[src/rtl/sar_seq_pkg.sv]
package sar_seq_pkg;
  // Serial control frame length including the start bit.
  localparam int CTRL_BITS = 8;
  // Result bit index after which a start bit no longer aborts.
  localparam int LATE_BIT  = 4;

  typedef struct packed {
    logic       range_sel;
    logic       bipolar;
    logic [1:0] mode;
    logic       pwr_down;
    logic       ref_int;
  } cfg_t;
endpackage

[src/rtl/sar_seq_sync.sv]
module sar_seq_sync #(
  parameter int             W       = 3,
  parameter int             STAGES  = 2,
  parameter logic [W-1:0]   RST_VAL = '0
) (
  input  logic         clk,
  input  logic         rst,
  input  logic [W-1:0] d,
  output logic [W-1:0] q
);
  logic [W-1:0] st [STAGES];

  always_ff @(posedge clk) begin
    if (rst) begin
      for (int i = 0; i < STAGES; i++) st[i] <= RST_VAL;
    end else begin
      st[0] <= d;
      for (int i = 1; i < STAGES; i++) st[i] <= st[i-1];
    end
  end

  assign q = st[STAGES-1];
endmodule

[src/rtl/sar_seq_rx.sv]
module sar_seq_rx
  import sar_seq_pkg::*;
(
  input  logic clk,
  input  logic rst,
  input  logic clear,
  input  logic rise,
  input  logic din,
  output logic start_hit,
  output logic byte_done,
  output cfg_t fields
);
  localparam int PAY   = CTRL_BITS - 1;      // bits after start
  localparam int CNT_W = $clog2(CTRL_BITS);

  logic             active;
  logic [CNT_W-1:0] cnt;
  logic [PAY-2:0]   sh;                      // holds all but the last payload bit

  assign start_hit = rise & ~active & din;
  assign byte_done = rise & active & (cnt == CNT_W'(PAY - 1));

  // The last payload bit (reference select) is taken straight from din.
  assign fields = '{range_sel: sh[5], bipolar: sh[4], mode: sh[3:2],
                    pwr_down: sh[1], ref_int: din};

  always_ff @(posedge clk) begin
    if (rst || clear) begin
      active <= 1'b0;
      cnt    <= '0;
      sh     <= '0;
    end else if (rise) begin
      if (!active) begin
        if (din) begin
          active <= 1'b1;
          cnt    <= '0;
        end
      end else begin
        sh <= {sh[PAY-3:0], din};
        if (cnt == CNT_W'(PAY - 1)) begin
          active <= 1'b0;
          cnt    <= '0;
        end else begin
          cnt <= cnt + 1'b1;
        end
      end
    end
  end
endmodule

[src/rtl/sar_seq_tx.sv]
module sar_seq_tx
  import sar_seq_pkg::*;
#(
  parameter int RES_W = 12
) (
  input  logic             clk,
  input  logic             rst,
  input  logic             clear,
  input  logic             start_hit,
  input  logic             byte_done,
  input  logic             fall,
  input  logic [RES_W-1:0] result_i,
  output logic             dout,
  output logic             sample_stb
);
  localparam int CW          = $clog2(RES_W + 1);
  localparam int ABORT_LIMIT = RES_W - LATE_BIT;   // bits driven up to and incl. D4

  logic             pending;
  logic             live;
  logic [CW-1:0]    cnt;
  logic [RES_W-1:0] sh;

  always_ff @(posedge clk) begin
    if (rst || clear) begin
      pending    <= 1'b0;
      live       <= 1'b0;
      cnt        <= '0;
      sh         <= '0;
      dout       <= 1'b0;
      sample_stb <= 1'b0;
    end else begin
      sample_stb <= 1'b0;
      if (byte_done) pending <= 1'b1;
      if (start_hit && live && (cnt < CW'(ABORT_LIMIT))) begin
        live <= 1'b0;
        sh   <= '0;
      end
      if (fall) begin
        if (pending) begin
          pending    <= 1'b0;
          sample_stb <= 1'b1;
          sh         <= result_i;
          cnt        <= '0;
          live       <= 1'b1;
          dout       <= 1'b0;
        end else begin
          dout <= sh[RES_W-1];
          sh   <= {sh[RES_W-2:0], 1'b0};
          if (live) begin
            if (cnt == CW'(RES_W - 1)) live <= 1'b0;
            cnt <= cnt + 1'b1;
          end
        end
      end
    end
  end
endmodule

[src/rtl/sar_serial_seq.sv]
module sar_serial_seq
  import sar_seq_pkg::*;
#(
  parameter int RES_W       = 12,
  parameter int SYNC_STAGES = 2
) (
  input  logic             clk,
  input  logic             rst,
  input  logic             cs_n,
  input  logic             sclk,
  input  logic             din,
  input  logic [RES_W-1:0] result_i,
  output logic             dout,
  output logic             dout_oe,
  output logic             sample_stb,
  output logic             range_sel,
  output logic             bipolar,
  output logic [1:0]       mode,
  output logic             pwr_down,
  output logic             ref_int
);
  logic cs_q, sclk_q, din_q, sclk_d;
  logic sclk_rise, sclk_fall;
  logic start_hit, byte_done;
  cfg_t fields, cfg_q;

  sar_seq_sync #(.W(3), .STAGES(SYNC_STAGES), .RST_VAL(3'b100)) u_sync (
    .clk (clk),
    .rst (rst),
    .d   ({cs_n, sclk, din}),
    .q   ({cs_q, sclk_q, din_q})
  );

  always_ff @(posedge clk) begin
    if (rst) sclk_d <= 1'b0;
    else     sclk_d <= sclk_q;
  end

  assign sclk_rise = ~cs_q &  sclk_q & ~sclk_d;
  assign sclk_fall = ~cs_q & ~sclk_q &  sclk_d;

  sar_seq_rx u_rx (
    .clk       (clk),
    .rst       (rst),
    .clear     (cs_q),
    .rise      (sclk_rise),
    .din       (din_q),
    .start_hit (start_hit),
    .byte_done (byte_done),
    .fields    (fields)
  );

  sar_seq_tx #(.RES_W(RES_W)) u_tx (
    .clk        (clk),
    .rst        (rst),
    .clear      (cs_q),
    .start_hit  (start_hit),
    .byte_done  (byte_done),
    .fall       (sclk_fall),
    .result_i   (result_i),
    .dout       (dout),
    .sample_stb (sample_stb)
  );

  always_ff @(posedge clk) begin
    if (rst) begin
      cfg_q   <= '0;
      dout_oe <= 1'b0;
    end else begin
      dout_oe <= ~cs_q;
      if (byte_done) cfg_q <= fields;
    end
  end

  assign range_sel = cfg_q.range_sel;
  assign bipolar   = cfg_q.bipolar;
  assign mode      = cfg_q.mode;
  assign pwr_down  = cfg_q.pwr_down;
  assign ref_int   = cfg_q.ref_int;
endmodule

[config.mk]
export PLATFORM = sky130hd
export DESIGN_NAME = sar_serial_seq
export DESIGN_NICKNAME = d
export VERILOG_FILES = /design/src/rtl/sar_seq_pkg.sv /design/src/rtl/sar_seq_sync.sv /design/src/rtl/sar_seq_rx.sv /design/src/rtl/sar_seq_tx.sv /design/src/rtl/sar_serial_seq.sv
export SDC_FILE = /design/constraint.sdc
export NUM_CORES = 1
export LEC_CHECK = 0
export ABC_AREA = 1
export ABC_CLOCK_PERIOD_IN_PS = 1200
export BUFFER_PORTS_ARGS = -buffer_cell sky130_fd_sc_hd__buf_2
export CAP_MARGIN = 40
export CORE_ASPECT_RATIO = 1.1
export CORE_MARGIN = 5
export CORE_UTILIZATION = 55
export CTS_BUF_LIST = sky130_fd_sc_hd__clkbuf_2 sky130_fd_sc_hd__clkbuf_4 sky130_fd_sc_hd__clkbuf_8
export DETAILED_ROUTE_END_ITERATION = 16
export PLACE_DENSITY = 0.77
export SLEW_MARGIN = 40
export SYNTH_ARGS = -nofsm -noshare
export SYNTH_HDL_FRONTEND = slang
export SYNTH_SLANG_ARGS = --single-unit
[constraint.sdc]
create_clock -name clk -period 1.2 [get_ports clk]
set_input_delay 0.12 -clock clk [delete_from_list [all_inputs] [get_ports clk]]
set_output_delay 0.12 -clock clk [all_outputs]
set_load 0.005 [all_outputs]
# ---- Word-level counts from Yosys, hierarchy flattened
# Memory sizes are Yosys's and may differ from the RTL's.
# Index checks and enable logic that the tools add are counted.
# Widths: inputs -> output; s select.
dict set report totals {
  regBits 38
  mem_bits_rw 6
  inputBits 17
  out_inout_bits 9
  wordCells 73
  mem_count 1
}
# name words width rd rd_ports_with_merged_regs write_ports line
set memory_table {}
lappend memory_table {u_sync.st 2 3 2 0 2 sar_seq_sync.sv:11} ;# logic [W-1:0] st [STAGES];
dict set report classes {
  add_sub_neg 2
  n_lt_le_gt_ge 1
  eq_ne 2
  muxes 26
  bitwise_logic 15
  n_reduce_logical 10
}
# op count
set ops {}
lappend ops {{$mux 12} 3}
lappend ops {{$mux 1} 16}
lappend ops {{$mux 3} 5}
lappend ops {{$and 1x1->1} 8}
lappend ops {{$mux 4} 2}
lappend ops {{$reduce_and 2->1} 3}
lappend ops {{$reduce_bool 2->1} 3}
lappend ops {{$not 1->1} 5}
lappend ops {{$add 4x1->4 const B} 1}
lappend ops {{$eq 4x4->1 const B} 1}
lappend ops {{$lt 4x4->1 const B} 1}
lappend ops {{$add 3x1->3 const B} 1}
lappend ops {{$eq 3x3->1 const B} 1}
lappend ops {{$logic_and 1x1->1} 2}
lappend ops {{$or 1x1->1} 2}
lappend ops {{$reduce_or 2->1} 1}
lappend ops {{$logic_or 1x1->1} 1}

# ---- Longest topological paths before layout
dict set report depth {
  ltp_word 12
  mapped_depth 7
  ltp_nobuf 7
}

# ---- By module
# From an unflattened synthesis, not the netlist that was laid out.
dict set report unflattened {
  hier_cells 279
  area_unflattened_um2 1939.4
}
# module n_inst cells_each area_each_um2
set by_module_without_submodules {}
lappend by_module_without_submodules {sar_seq_tx 1 147 973.4}
lappend by_module_without_submodules {sar_seq_rx 1 64 462.9}
lappend by_module_without_submodules {sar_serial_seq 1 46 311.5}
lappend by_module_without_submodules {sar_seq_sync 1 22 191.4}

# ---- Worst setup path before layout
# OpenSTA, ideal clock, no wires.
dict set report synth_timing {
  kind {register to register}
  startpoint {memory u_sync.st[1][1], in the netlist u_sync.st[0][4]}
  endpoint {register u_tx.cnt[2]}
  arrival_time_ps 935
  required_time_ps 1085
  setup_slack_ps 150
  path_stages_with_launch 7
  n_path_buf 0
  period_less_slack_ps 1050
  path_cell_list {dfxtp_1 > nor2_2 > nand2_2 > o21ai_1 > inv_1 > nand2_1 > nor2_1}
}
# item line
set synth_lines {}
lappend synth_lines {{from (decl)} sar_seq_sync.sv:11}
lappend synth_lines {{to (signal assigned)} sar_seq_tx.sv:52} ;# cnt <= cnt + 1'b1;
lappend synth_lines {{to (decl)} sar_seq_tx.sv:21} ;# logic [CW-1:0] cnt;

==> run_summary.xml <==
<?xml version="1.0" encoding="UTF-8"?>
<metrics>
  <group name="synth">
    <metric name="synth.avg_cell_area" unit="um2">7.39</metric>
    <metric name="synth.lib_cells_used.distinct" unit="">24</metric>
    <metric name="syn-cell-area" unit="um2">1920</metric>
    <metric name="yosys_register_bits" unit="">44</metric>
    <metric name="post_synthesis_net_count" unit="">278</metric>
    <metric name="yosys_warnings" unit="">0</metric>
    <metric name="synth.yosys.seq_area_share" unit="%">45.9</metric>
    <metric name="post_synth_inst_count" unit="">260</metric>
  </group>
  <group name="final_layout">
    <metric name="layout-area-overhead-vs-synth" unit="%">19.4</metric>
    <metric name="layout.cells.most_common_list" unit="">74 x nand2_1, 41 x dfxtp_1, 35 x nor2_1</metric>
    <metric name="n_fill_cell" unit="">315</metric>
    <metric name="nets" unit="">318</metric>
    <metric name="antenna_cells" unit="">0</metric>
    <metric name="final_layout_size_suffix_gt1_share" unit="%">26.2</metric>
    <metric name="commonest_non_fill_non_tap_cell_in_the_layout" unit="">nand2_1</metric>
    <metric name="layoutNonFillerInstCount" unit="">349</metric>
  </group>
  <group name="routing">
    <metric name="detail_route.vias_per_cell" unit="">4.87</metric>
    <metric name="postRouteAntennaNets" unit="">0</metric>
    <metric name="drt_pre_antenna_iters" unit="">4</metric>
    <metric name="drt_first_iter_violations" unit="">75</metric>
    <metric name="wirelength" unit="um">3830</metric>
    <metric name="vias" unit="">1699</metric>
    <metric name="drc_violations_left" unit="">0</metric>
    <metric name="wire_per_inst" unit="um">11.0</metric>
  </group>
  <group name="run">
    <metric name="max_cap_viol_count" unit="">0</metric>
  </group>
  <group name="sta">
    <metric name="finalClockSkew" unit="ns">0.0109</metric>
    <metric name="hold_viol" unit="">0</metric>
    <metric name="grt_setup_unrepaired" unit="">yes</metric>
    <metric name="max_slew.worst_pin.slew" unit="ns">0.306</metric>
    <metric name="timing.max_slew.rel_slack" unit="%">79.4</metric>
    <metric name="layout_min_cycle_time" unit="ns">1.17</metric>
    <metric name="setup_viol" unit="">0</metric>
    <metric name="achievable-frequency" unit="MHz">851</metric>
    <metric name="final.period_utilization" unit="%">97.9</metric>
    <metric name="slew_viol_final" unit="">0</metric>
  </group>
  <group name="pwr">
    <metric name="p_sw" unit="mW">0.504</metric>
    <metric name="power_report.internal_total" unit="mW">1.97</metric>
    <metric name="share_clk_of_total_power" unit="%">37.0</metric>
    <metric name="cellPowerDensity" unit="nW/um2">1080</metric>
    <metric name="switching_share" unit="%">20.4</metric>
    <metric name="cellLeakagePower" unit="nW">1.04</metric>
    <metric name="portion_of_total_power_attributed_to_combinational_logic" unit="%">3.3</metric>
    <metric name="peakVddDrop" unit="mV">0.873</metric>
    <metric name="power" unit="mW">2.47</metric>
    <metric name="power.share.sequential" unit="%">59.7</metric>
  </group>
  <group name="worst_setup_path">
    <metric name="critical_path.endpoint_type" unit="">flip-flop</metric>
    <metric name="crit_chain" unit="">inv_2 &gt; nand2_2 &gt; nor2_4 &gt; nand2_4 &gt; buf_4 &gt; nand2_1 &gt; a21oi_1</metric>
    <metric name="reg2reg_setup_slack" unit="ns">0.03</metric>
    <metric name="category_of_the_most_critical_setup_path" unit="">flip-flop to flip-flop</metric>
    <metric name="dominant_delay_contributor_by_cell_family_on_the_critical_path" unit="">simple AND/OR/NAND/NOR gates</metric>
    <metric name="slowest_delay" unit="ns">0.38</metric>
    <metric name="critical_path.max_fanout" unit="">5</metric>
    <metric name="cp-start-kind" unit="">flip-flop</metric>
    <metric name="worstPathBufferInverterCount" unit="">2</metric>
    <metric name="cp_slowest_cell" unit="">dfxtp_4</metric>
    <metric name="worst_ep_arrival_time" unit="ns">1.43</metric>
    <metric name="timing.critical_path.required" unit="ns">1.46</metric>
  </group>
  <group name="clock_network">
    <metric name="clock_latency" unit="ns">0.36</metric>
    <metric name="clk_root_buffer_cell" unit="">clkbuf_4</metric>
    <metric name="clkTransAtPathRegs" unit="ns">0.12</metric>
    <metric name="tritoncts.num_buffers" unit="">5</metric>
    <metric name="clock_sinks" unit="">44</metric>
    <metric name="clk_path_buf_depth" unit="">2</metric>
    <metric name="cts_tree" unit="">built</metric>
    <metric name="ctsHtreeMaxLevel" unit="">2</metric>
  </group>
  <group name="min_path">
    <metric name="hold_class" unit="">primary input to flip-flop</metric>
  </group>
  <group name="floorplan">
    <metric name="die_area" unit="um2">4770</metric>
    <metric name="die_width" unit="um">66.3</metric>
    <metric name="die_h" unit="um">72.0</metric>
    <metric name="start_util" unit="%">57.2</metric>
    <metric name="rows" unit="">22</metric>
    <metric name="num_io_pins" unit="">26</metric>
    <metric name="core_area" unit="um2">3360</metric>
  </group>
  <group name="placed_design">
    <metric name="io_buffer_count" unit="">25</metric>
    <metric name="place.gp.congestion" unit="">0.832</metric>
    <metric name="detailed_place_hpwl" unit="um">2770</metric>
    <metric name="dp_cell_count" unit="">335</metric>
  </group>
  <group name="run_status">
    <metric name="outcome" unit="">completed</metric>
  </group>
  <group name="global_routing">
    <metric name="grt_pass1_wl" unit="um">6620</metric>
    <metric name="grt_antenna_before_repair" unit="">0</metric>
    <metric name="total_grt_usage" unit="%">17.8</metric>
    <metric name="grt_overflow_total" unit="">0</metric>
    <metric name="grt_start_max_net_pins" unit="">15</metric>
    <metric name="grt_pass1_vias" unit="">1571</metric>
  </group>
</metrics>
cell families after synthesis:
kind of cell	Yosys count	share of synthesized area, %
flops	44	45.9
simple gates	156	38.2
buf+inv	31	7.88
fa+ha+maj	1	0.651
compound gates	28	7.43
stage by stage:
stage | instance area, um2 | worst slack (ns) | utilization (%) | hold slack, ns | setup TNS, ns
finish | 2290 | 0.0253 | 68.3 | 0.0197 | 0
global route | 2290 | -0.0712 | 68.3 | 0.0184 | -0.629
CTS | 2250 | 0.0271 | 67.1 | 0.0117 | 0
detailed placement | 2130 | 0.0499 | 63.5 | 0.307 | 0
global placement | 2130 | 0.0937 | 63.5 | 0.303 | 0
floorplan | 1920 | 0.150 | - | 0.224 | 0
layer usage:
| layer | global-route usage (%) | share of wire, % | vias to the layer above |
|---|---|---|---|
| li1 | - | - | 899 |
| met1 | 20.8 | 43 | 756 |
| met2 | 30.3 | 50 | 35 |
| met3 | 5.11 | 5.3 | 9 |
| met4 | 7.00 | 1.7 | 0 |
| met5 | 0 | 0 | - |
path summary, 6_finish.rpt:
check                                     start  depth (start not counted)              end
worst max register to register  u_sync.st[0][5]                          7       u_rx.sh[4]
worst max-delay path            u_sync.st[0][5]                          7       u_rx.sh[4]
worst min-delay path                        rst                          2  u_sync.st[0][4]
worst min register to register  u_sync.st[0][1]                          2  u_sync.st[0][4]
what timing repair did:
| item | 4_1_cts | 5_1_grt |
|---|---|---|
| resized for setup | 0 | 11 |
| setup buffers | 0 | 2 |
| hold buffers | 4 | 0 |
| setup endpoints to repair | 0 | 31 |
| endpoints found under the hold margin | 4 | 0 |
registers in the layout, summed over array words and instances (netlist names), 2 cells and up:
name,cells
mode,2
u_rx.cnt,3
u_rx.sh,6
u_sync.st,6
u_tx.cnt,4
u_tx.sh,12
cells in the mapped netlist:
| master | number | share of area (%) |
|---|---|---|
| or2_2 | 2 | 0.65 |
| nand4_1 | 2 | 0.65 |
| nor2_2 | 5 | 1.6 |
| o21ai_1 | 1 | 0.26 |
| nand2_1 | 74 | 14 |
| nand3_2 | 7 | 3.6 |
| o211ai_1 | 1 | 0.39 |
| nor2_8 | 1 | 1.0 |
| buf_2 | 4 | 1.0 |
| dfxtp_1 | 44 | 46 |
| nand3b_1 | 5 | 2.0 |
| nor3_1 | 1 | 0.26 |
| buf_6 | 3 | 1.8 |
| nand2_4 | 2 | 1.2 |
| nand3_1 | 14 | 3.6 |
| inv_1 | 17 | 3.3 |
| nand2_2 | 2 | 0.65 |
| nor2_4 | 1 | 0.59 |
| a21oi_1 | 18 | 4.7 |
| buf_4 | 2 | 0.78 |
| o21ai_0 | 8 | 2.1 |
| nor2_1 | 40 | 7.8 |
| inv_2 | 5 | 0.98 |
| ha_1 | 1 | 0.65 |
power groups by stage:
stage                     logic, mW  registers, mW  clock network [mW]
after detailed placement     0.0707           1.51                   0
final                        0.0809           1.48               0.915
after global placement       0.0688           1.51                   0
after CTS                    0.0809           1.48               0.952
after global routing         0.0906           1.48                1.01
after floorplan              0.0349           1.51                   0
final cells by class:
cell class	count	area, um2	share of cell area (%)
sequential	44	890	38.8
inverter	22	82.6	3.60
multi-input combinational	185	906	39.5
tap	48	60.1	2.62
clock inverter	2	35.0	1.53
clock buffer	6	45.0	1.96
timing repair buffer	42	275	12.0
Power figures use the tool's default switching activity.
